File: src/rtl/bfly_pkg.sv
package bfly_pkg;
  localparam int unsigned DATA_W_DEF  = 18;
  localparam int unsigned TW_W_DEF    = 18;
  localparam int unsigned TW_FRAC_DEF = 16;
  localparam int unsigned PIPE_LAT    = 3;
endpackage

File: src/rtl/bfly_sat.sv
module bfly_sat #(
  parameter int unsigned IN_W  = 19,
  parameter int unsigned OUT_W = 18
) (
  input  logic signed [IN_W-1:0]  val_i,
  output logic signed [OUT_W-1:0] val_o
);
  localparam int unsigned EXT_W = IN_W - OUT_W + 1;
  localparam logic signed [IN_W-1:0] MAX_V = {{EXT_W{1'b0}}, {(OUT_W-1){1'b1}}};
  localparam logic signed [IN_W-1:0] MIN_V = {{EXT_W{1'b1}}, {(OUT_W-1){1'b0}}};

  always_comb begin
    if (val_i > MAX_V)      val_o = MAX_V[OUT_W-1:0];
    else if (val_i < MIN_V) val_o = MIN_V[OUT_W-1:0];
    else                    val_o = val_i[OUT_W-1:0];
  end
endmodule

File: src/rtl/bfly_preadd.sv
module bfly_preadd #(
  parameter int unsigned DATA_W = 18,
  parameter int unsigned TW_W   = 18
) (
  input  logic                     clk_i,
  input  logic                     rst_ni,
  input  logic                     en_i,
  input  logic signed [DATA_W-1:0] u_re_i,
  input  logic signed [DATA_W-1:0] u_im_i,
  input  logic signed [DATA_W-1:0] v_re_i,
  input  logic signed [DATA_W-1:0] v_im_i,
  input  logic signed [TW_W-1:0]   tw_re_i,
  input  logic signed [TW_W-1:0]   tw_im_i,
  output logic signed [DATA_W:0]   sum_re_o,
  output logic signed [DATA_W:0]   sum_im_o,
  output logic signed [DATA_W:0]   a_o,
  output logic signed [DATA_W+1:0] amb_o,
  output logic signed [DATA_W+1:0] apb_o,
  output logic signed [TW_W-1:0]   c_o,
  output logic signed [TW_W-1:0]   d_o,
  output logic signed [TW_W:0]     cmd_o
);
  logic signed [DATA_W:0] dr, di;
  logic signed [DATA_W:0] sr, si;

  always_comb begin
    sr = u_re_i + v_re_i;
    si = u_im_i + v_im_i;
    dr = u_re_i - v_re_i;
    di = u_im_i - v_im_i;
  end

  always_ff @(posedge clk_i or negedge rst_ni) begin
    if (!rst_ni) begin
      sum_re_o <= '0;
      sum_im_o <= '0;
      a_o      <= '0;
      amb_o    <= '0;
      apb_o    <= '0;
      c_o      <= '0;
      d_o      <= '0;
      cmd_o    <= '0;
    end else if (en_i) begin
      sum_re_o <= sr;
      sum_im_o <= si;
      a_o      <= dr;
      amb_o    <= dr - di;
      apb_o    <= dr + di;
      c_o      <= tw_re_i;
      d_o      <= tw_im_i;
      cmd_o    <= tw_re_i - tw_im_i;
    end
  end
endmodule

File: src/rtl/bfly_mult3.sv
module bfly_mult3 #(
  parameter int unsigned DATA_W = 18,
  parameter int unsigned TW_W   = 18,
  localparam int unsigned PROD_W = DATA_W + TW_W + 2
) (
  input  logic                     clk_i,
  input  logic                     rst_ni,
  input  logic                     en_i,
  input  logic signed [DATA_W:0]   sum_re_i,
  input  logic signed [DATA_W:0]   sum_im_i,
  input  logic signed [DATA_W:0]   a_i,
  input  logic signed [DATA_W+1:0] amb_i,
  input  logic signed [DATA_W+1:0] apb_i,
  input  logic signed [TW_W-1:0]   c_i,
  input  logic signed [TW_W-1:0]   d_i,
  input  logic signed [TW_W:0]     cmd_i,
  output logic signed [DATA_W:0]   sum_re_o,
  output logic signed [DATA_W:0]   sum_im_o,
  output logic signed [PROD_W-1:0] m1_o,
  output logic signed [PROD_W-1:0] m2_o,
  output logic signed [PROD_W-1:0] m3_o
);
  // m3 = a*(c-d) is the shared term for both output parts
  logic signed [PROD_W-1:0] m1, m2, m3;

  always_comb begin
    m1 = d_i * amb_i;
    m2 = c_i * apb_i;
    m3 = a_i * cmd_i;
  end

  always_ff @(posedge clk_i or negedge rst_ni) begin
    if (!rst_ni) begin
      sum_re_o <= '0;
      sum_im_o <= '0;
      m1_o     <= '0;
      m2_o     <= '0;
      m3_o     <= '0;
    end else if (en_i) begin
      sum_re_o <= sum_re_i;
      sum_im_o <= sum_im_i;
      m1_o     <= m1;
      m2_o     <= m2;
      m3_o     <= m3;
    end
  end
endmodule

File: src/rtl/bfly_postsat.sv
module bfly_postsat #(
  parameter int unsigned DATA_W  = 18,
  parameter int unsigned TW_W    = 18,
  parameter int unsigned TW_FRAC = 16,
  localparam int unsigned PROD_W = DATA_W + TW_W + 2,
  localparam int unsigned ACC_W  = PROD_W + 1
) (
  input  logic                     clk_i,
  input  logic                     rst_ni,
  input  logic                     en_i,
  input  logic signed [DATA_W:0]   sum_re_i,
  input  logic signed [DATA_W:0]   sum_im_i,
  input  logic signed [PROD_W-1:0] m1_i,
  input  logic signed [PROD_W-1:0] m2_i,
  input  logic signed [PROD_W-1:0] m3_i,
  output logic signed [DATA_W-1:0] sum_re_o,
  output logic signed [DATA_W-1:0] sum_im_o,
  output logic signed [DATA_W-1:0] dif_re_o,
  output logic signed [DATA_W-1:0] dif_im_o
);
  localparam logic signed [ACC_W-1:0] HALF = ACC_W'(1) << (TW_FRAC - 1);

  logic signed [ACC_W-1:0]  acc    [2];
  logic signed [ACC_W-1:0]  scaled [2];
  logic signed [DATA_W:0]   sum_in [2];
  logic signed [DATA_W-1:0] dif_s  [2];
  logic signed [DATA_W-1:0] sum_s  [2];

  always_comb begin
    acc[0]    = m1_i + m3_i;
    acc[1]    = m2_i - m3_i;
    sum_in[0] = sum_re_i;
    sum_in[1] = sum_im_i;
  end

  for (genvar g = 0; g < 2; g++) begin : g_lane
    always_comb scaled[g] = (acc[g] + HALF) >>> TW_FRAC;

    bfly_sat #(.IN_W(ACC_W), .OUT_W(DATA_W)) u_dif_sat (
      .val_i(scaled[g]),
      .val_o(dif_s[g])
    );

    bfly_sat #(.IN_W(DATA_W + 1), .OUT_W(DATA_W)) u_sum_sat (
      .val_i(sum_in[g]),
      .val_o(sum_s[g])
    );
  end

  always_ff @(posedge clk_i or negedge rst_ni) begin
    if (!rst_ni) begin
      sum_re_o <= '0;
      sum_im_o <= '0;
      dif_re_o <= '0;
      dif_im_o <= '0;
    end else if (en_i) begin
      sum_re_o <= sum_s[0];
      sum_im_o <= sum_s[1];
      dif_re_o <= dif_s[0];
      dif_im_o <= dif_s[1];
    end
  end
endmodule

File: src/rtl/bfly3m_unit.sv
module bfly3m_unit
  import bfly_pkg::*;
#(
  parameter int unsigned DATA_W  = DATA_W_DEF,
  parameter int unsigned TW_W    = TW_W_DEF,
  parameter int unsigned TW_FRAC = TW_FRAC_DEF
) (
  input  logic                     clk_i,
  input  logic                     rst_ni,
  input  logic                     valid_i,
  input  logic signed [DATA_W-1:0] u_re_i,
  input  logic signed [DATA_W-1:0] u_im_i,
  input  logic signed [DATA_W-1:0] v_re_i,
  input  logic signed [DATA_W-1:0] v_im_i,
  input  logic signed [TW_W-1:0]   tw_re_i,
  input  logic signed [TW_W-1:0]   tw_im_i,
  output logic                     valid_o,
  output logic signed [DATA_W-1:0] sum_re_o,
  output logic signed [DATA_W-1:0] sum_im_o,
  output logic signed [DATA_W-1:0] dif_re_o,
  output logic signed [DATA_W-1:0] dif_im_o
);
  localparam int unsigned PROD_W = DATA_W + TW_W + 2;

  logic [PIPE_LAT-1:0] vld_q;

  logic signed [DATA_W:0]   s1_sum_re, s1_sum_im, s1_a;
  logic signed [DATA_W+1:0] s1_amb, s1_apb;
  logic signed [TW_W-1:0]   s1_c, s1_d;
  logic signed [TW_W:0]     s1_cmd;
  logic signed [DATA_W:0]   s2_sum_re, s2_sum_im;
  logic signed [PROD_W-1:0] s2_m1, s2_m2, s2_m3;

  always_ff @(posedge clk_i or negedge rst_ni) begin
    if (!rst_ni) vld_q <= '0;
    else         vld_q <= {vld_q[PIPE_LAT-2:0], valid_i};
  end

  assign valid_o = vld_q[PIPE_LAT-1];

  bfly_preadd #(.DATA_W(DATA_W), .TW_W(TW_W)) u_pre (
    .clk_i    (clk_i),
    .rst_ni   (rst_ni),
    .en_i     (valid_i),
    .u_re_i   (u_re_i),
    .u_im_i   (u_im_i),
    .v_re_i   (v_re_i),
    .v_im_i   (v_im_i),
    .tw_re_i  (tw_re_i),
    .tw_im_i  (tw_im_i),
    .sum_re_o (s1_sum_re),
    .sum_im_o (s1_sum_im),
    .a_o      (s1_a),
    .amb_o    (s1_amb),
    .apb_o    (s1_apb),
    .c_o      (s1_c),
    .d_o      (s1_d),
    .cmd_o    (s1_cmd)
  );

  bfly_mult3 #(.DATA_W(DATA_W), .TW_W(TW_W)) u_mul (
    .clk_i    (clk_i),
    .rst_ni   (rst_ni),
    .en_i     (vld_q[0]),
    .sum_re_i (s1_sum_re),
    .sum_im_i (s1_sum_im),
    .a_i      (s1_a),
    .amb_i    (s1_amb),
    .apb_i    (s1_apb),
    .c_i      (s1_c),
    .d_i      (s1_d),
    .cmd_i    (s1_cmd),
    .sum_re_o (s2_sum_re),
    .sum_im_o (s2_sum_im),
    .m1_o     (s2_m1),
    .m2_o     (s2_m2),
    .m3_o     (s2_m3)
  );

  bfly_postsat #(.DATA_W(DATA_W), .TW_W(TW_W), .TW_FRAC(TW_FRAC)) u_post (
    .clk_i    (clk_i),
    .rst_ni   (rst_ni),
    .en_i     (vld_q[1]),
    .sum_re_i (s2_sum_re),
    .sum_im_i (s2_sum_im),
    .m1_i     (s2_m1),
    .m2_i     (s2_m2),
    .m3_i     (s2_m3),
    .sum_re_o (sum_re_o),
    .sum_im_o (sum_im_o),
    .dif_re_o (dif_re_o),
    .dif_im_o (dif_im_o)
  );
endmodule

File: config.mk
export PLATFORM = sky130hd
export DESIGN_NAME = bfly3m_unit
export DESIGN_NICKNAME = d
export VERILOG_FILES = /design/src/rtl/bfly_pkg.sv /design/src/rtl/bfly_sat.sv /design/src/rtl/bfly_preadd.sv /design/src/rtl/bfly_mult3.sv /design/src/rtl/bfly_postsat.sv /design/src/rtl/bfly3m_unit.sv
export SDC_FILE = /design/constraint.sdc
export NUM_CORES = 2
export LEC_CHECK = 0
export BUFFER_PORTS_ARGS = -buffer_cell sky130_fd_sc_hd__buf_2
export CORE_ASPECT_RATIO = 0.7
export CORE_MARGIN = 2
export CORE_UTILIZATION = 60
export DETAILED_ROUTE_END_ITERATION = 10
export GPL_ROUTABILITY_DRIVEN = 0
export PLACE_DENSITY = 0.77
export SLEW_MARGIN = 10
export SYNTH_ARGS = -nofsm -noshare
export SYNTH_HDL_FRONTEND = slang
export SYNTH_HIERARCHICAL = 1
export SYNTH_SLANG_ARGS = --single-unit
File: constraint.sdc
create_clock -name clk_i -period 11.4 [get_ports clk_i]
set_input_delay 2.28 -clock clk_i [delete_from_list [all_inputs] [get_ports clk_i]]
set_output_delay 2.28 -clock clk_i [all_outputs]
set_load 0.01 [all_outputs]
; After elaboration in Yosys (flattened, before gate mapping)
; Index checks and enable logic that the tools add are counted.
[totals]
ff_bits = 379
input_bits = 111
output_inout_bits = 73
word_cells = 48
[op_classes]
addsub = 11
mul = 3
n_lt_le_gt_ge = 8
muxes = 8
[ops]
columns = operator, n
row1 = 2-to-1 mux 18 bit, 8
row2 = adder 39 x 17 -> 39 bit (second input constant), 2
row3 = multiplier 18 x 20 -> 38 bit, 2
row4 = subtractor 18 x 18 -> 19 bit, 3
row5 = > comparator 23 x 18 -> 1 bit (second input constant), 2
row6 = less-than comparator 23 x 18 -> 1 bit (second input constant), 2
row7 = adder 38 x 38 -> 39 bit, 1
row8 = subtractor 38 x 38 -> 39 bit, 1
row9 = adder 18 x 18 -> 19 bit, 2
row10 = > comparator 19 x 18 -> 1 bit (second input constant), 2
row11 = less-than comparator 19 x 18 -> 1 bit (second input constant), 2
row12 = multiplier 19 x 19 -> 38 bit, 1
row13 = adder 19 x 19 -> 20 bit, 1
row14 = subtractor 19 x 19 -> 20 bit, 1

; Logic depth before layout (Yosys ltp)
[depth]
ltp_word = 5
ltp_mapped = 26
ltp_nobuf = 25

; Modules after synthesis
; Netlist, hierarchy kept.
[modules_own_cells]
columns = mod, instances, cells_each, area_each_um2
row1 = bfly_mult3, 1, 4778, 45378.5
row2 = bfly_preadd, 1, 1346, 11826.3
row3 = bfly_postsat, 1, 733, 7003.0
row4 = bfly_sat (u_post.g_lane[0].u_dif_sat ...), 2, 36, 270.3
row5 = bfly_sat (u_post.g_lane[0].u_sum_sat ...), 2, 22, 232.7
row6 = bfly3m_unit, 1, 3, 75.1

; Worst setup path after synthesis
; Ideal clock, no wire load.
[synth_timing]
path_kind = register to register
startpoint = register u_pre.a_o[18]
endpoint = register u_mul.m3_o[37]
setup_ns = 0.126
arrival_ns = 6.738
t_required_ns = 11.274
slack_ns = 4.536
path_stages_with_launch = 24
path_buffers = 2
cell_sequence = dfrtp_1 clkbuf_1 clkbuf_1 nand2_1 fa_1 inv_1 fa_1 inv_1 fa_1 inv_1 fa_1 fa_1 fa_1 ha_1 ha_1 and2_1 or2_1 a21o_1 a221oi_1 a21oi_1 o2111a_1 nor4_1 o21ai_0 a221o_1
[synth_between]
elab_chain_cells = 1
[synth_lines]
columns = element, line_no
row1 = "start, declared", bfly_preadd.sv:16  ; output logic signed [DATA_W:0] a_o,
row2 = "start signal, assigned", bfly_preadd.sv:46  ; a_o <= dr;
row3 = multiplier 19 x 19 -> 38 bit, bfly_mult3.sv:29  ; m3 = a_i * cmd_i;
row4 = "end signal, assigned", bfly_mult3.sv:44  ; m3_o <= m3;
row5 = "end, declared", bfly_mult3.sv:21  ; output logic signed [PROD_W-1:0] m3_o
; Every way passes these cells.
; A chain may end at the register's enable or synchronous reset.

; Worst setup path after layout
; Same ends and word-level chain as after synthesis.

==> results.sh <==
export IMPL_grt_pass1_vias=50800
export IMPL_crit_chain="nand2_1, fa_1, inv_1, fa_1, inv_1, fa_1, inv_1, fa_1, fa_1, fa_1, ha_1, ha_1, and2_1, or2_1, a21o_1, a221oi_1, a21oi_1, o2111a_1, nor4_1, o21ai_0, a221o_1"
export IMPL_fin_skew_ns=0.0464
export IMPL_ys_warnings_count=6
export IMPL_core_area_mm2=0.108
export IMPL_drc=0
export IMPL_num_vias=49200
export IMPL_drtIter0Drc=4201
export IMPL_async_reset_ff_frac=1.00
export IMPL_synth_edff_count=0
export IMPL_grt_pass1_wl_um=284000
export IMPL_cpMaxStageDelayCell="dfrtp_1"
export IMPL_first_pass_iters=8
export IMPL_syn_inst=6976
export IMPL_ys_flop_type="dfrtp_1"
export IMPL_fin_setup_tns_ns=0
export IMPL_synth_area_per_cell_um2=9.36
export IMPL_fillers=8786
export IMPL_cts_buffer_depth=3
export IMPL_die_h_um=280
export IMPL_grt_max_degree=156
export IMPL_cts_resized=0
export IMPL_setup_viol=0
export IMPL_numPortBuffers=183
export IMPL_syn_area_mm2=0.0653
export IMPL_final_net_count=8719
export IMPL_cpPeakStageDelay_ns=0.74
export IMPL_cts_buffers_inserted=44
export IMPL_viasPerCell=5.85
export IMPL_path_clk_slew_ns=0.07
export IMPL_hold_viol=0
export IMPL_h_tree_depth=2
export IMPL_drive_gt1_frac=0.0905
export IMPL_yosys_cell_types_count=100
export IMPL_worst_pin_slew_ns=1.19
export IMPL_startpoint_type="register"
export IMPL_cts_root_buf="clkbuf_16"
export IMPL_drt_total_wl_um=180000
export IMPL_period_needed_ns=7.44
export IMPL_drv_cap=0
export IMPL_status="finished, final reports clean"
export IMPL_critPathArrivalTime_ns=7.95
export IMPL_rsz0062_at_grt="false"
export IMPL_dp_hpwl_um=142000
export IMPL_syn_nets=8765
export IMPL_antenna_found_initial=9
export IMPL_crit_type="reg2reg"
export IMPL_overflow=0
export IMPL_post_cts_buffers=0
export IMPL_slew_headroom=0.207
export IMPL_dieArea_mm2=0.112
export IMPL_crit_top_cell="fa_1"
export IMPL_ant_nets=0
export IMPL_yosysTopAreaCell="fa_1"
export IMPL_fmax_ghz=0.134
export IMPL_grt_total_usage=0.328
export IMPL_slew_violations=0
export IMPL_cp_required_ns=11.91
export IMPL_cts_hold_buffers_added=0
export IMPL_cts_tree="built"
export IMPL_endpoint_kind="register"
export IMPL_io_pins=184
export IMPL_synth_area_top_cells="fa_1 34%, dfrtp_1 14%, ha_1 11%"
export IMPL_min_period_over_period=0.653
export IMPL_clkSinkCount=377
export IMPL_placementRows=101
export IMPL_start_util=0.604
export IMPL_synth_seq_cells=377
export IMPL_synth_top_area_share=0.337
export IMPL_area_growth_pct=4.98
export IMPL_cp_max_fo=20
export IMPL_drt_wirelength_per_cell_um=21.4
export IMPL_clkLatencyLatePin_ns=0.66
export IMPL_dieWidth_um=398
export IMPL_hp_class="reg2reg"
export IMPL_seq_area_frac_synth=0.144
==> sequential cells by signal, indices dropped and copies added (netlist names), 19 cells and up <==
name and cells:
u_mul/sum_re_o 19, u_mul/m1_o 38, u_pre/cmd_o 19, u_pre/amb_o 20, u_mul/m3_o 38, u_pre/a_o 19, u_mul/m2_o 38, u_pre/apb_o 19
u_pre/sum_im_o 19, u_mul/sum_im_o 19
==> metal layers <==
metal	track usage	share of wire
met4	0.103	0.034
met5	0	0.00051
met3	0.106	0.12
met2	0.484	0.43
met1	0.460	0.42
==> cell usage in the layout, fill, tap and decap left out, types with 12 or more instances in the layout <==
master,n
a21boi_0,12
buf_4,20
nor4_1,28
inv_1,1408
and3_1,25
xor2_1,58
maj3_2,20
o21a_1,39
xnor2_1,177
nand2_1,709
o21bai_1,42
clkbuf_16,44
o211ai_1,23
nor2_1,247
mux2_2,256
ha_1,580
a31oi_1,35
nand4_1,31
buf_2,181
a21oi_1,277
o21ai_0,124
fa_1,1098
maj3_1,14
o31ai_1,32
a21o_1,105
a21o_2,14
a211oi_1,26
or3_1,22
nor3_1,54
nand2b_1,47
and2_1,468
nor2b_1,47
nand3_1,55
o21ai_1,26
dfrtp_1,375
==> metrics by stage <==
step | hold WS [ns] | utilization | setup slack [ns] | std cells | instance area (um2)
after floorplan | 0.352 | - | 4.54 | 6976 | 65300
after global placement | 0.462 | 0.619 | 4.15 | 8326 | 67000
after detailed placement | 0.478 | 0.619 | 4.07 | 8326 | 67000
after CTS | 0.499 | 0.633 | 4.02 | 8406 | 68500
after global routing | 0.515 | 0.634 | 3.67 | 8407 | 68500
final | 0.494 | 0.634 | 3.96 | 8411 | 68500
==> cell families (layout without fill, tap and decap cells) <==
family / Yosys count / after routing / synth area share
buf+inv: 1708 / 1696 / 0.100
xor+xnor: 236 / 236 / 0.0317
fa+ha+maj: 1712 / 1712 / 0.453
flops: 377 / 377 / 0.144
compound gates: 883 / 883 / 0.0896
other cells: 0 / 5 / 0
simple gates: 1796 / 1796 / 0.135
mux: 264 / 264 / 0.0455
==> cell usage after synthesis (9+ instances only) <==
library cell,number
clkbuf_1,255
or3_1,22
and2_1,468
a21o_1,105
mux2_2,256
nand2_1,709
nor4_1,28
buf_1,11
nor3b_1,9
and3_1,25
a21boi_0,12
a21oi_1,277
o211ai_1,23
dfrtp_1,377
a21o_2,14
maj3_2,20
o21ai_1,26
buf_6,9
o21bai_1,42
o2111ai_1,11
nand4_1,31
nor3_1,54
nand2b_1,47
a31oi_1,36
nor2_1,247
fa_1,1098
buf_2,14
or2_2,11
xor2_1,58
o31ai_1,32
o41ai_1,9
a211oi_1,26
ha_1,580
xnor2_1,178
nor2b_1,47
maj3_1,14
o21a_1,39
nand3_1,55
inv_1,1410
and4_1,11
o21ai_0,124
==> path summary, 6_finish.rpt <==
kind | from | endpoint | slack [ns] | cells past startpoint
max in group asynchronous | rst_ni | vld_q[0] | 7.70 | 3
hold reg to reg | u_pre/sum_re_o[1] | u_pre/sum_re_o[1] | 0.49 | 2
min in group asynchronous | rst_ni | u_mul/m1_o[25] | 1.59 | 1
setup / recovery | u_pre/a_o[18] | u_mul/m3_o[37] | 3.96 | 21
hold / removal | u_pre/sum_re_o[1] | u_pre/sum_re_o[1] | 0.49 | 2
setup reg to reg | u_pre/a_o[18] | u_mul/m3_o[37] | 3.96 | 21
==> layout make-up <==
type / count / area [um2] / share of cell area
clock inverter: 28 / 354 / 0.00517
timing repair buffer: 204 / 1100 / 0.0161
sequential: 377 / 9440 / 0.138
clock buffer: 52 / 1190 / 0.0174
antenna: 5 / 12.5 / 0.000183
multi-input combinational: 4891 / 49300 / 0.720
tap: 1442 / 1800 / 0.0263
inverter: 1412 / 5300 / 0.0773
==> worst max-delay path: cells and delay by family (launching register included) <==
kind / cells / cell delay, ns
AO/OA/AOI/OAI: 6 / 1.50
flip-flops: 1 / 0.74
AND/OR/NAND/NOR: 4 / 0.96
adder cells (fa/ha/maj): 8 / 3.87
buffers and inverters: 3 / 0.23
Power is not shown: default switching activity piles up to over one toggle a cycle in this logic, so the estimate is an artifact.
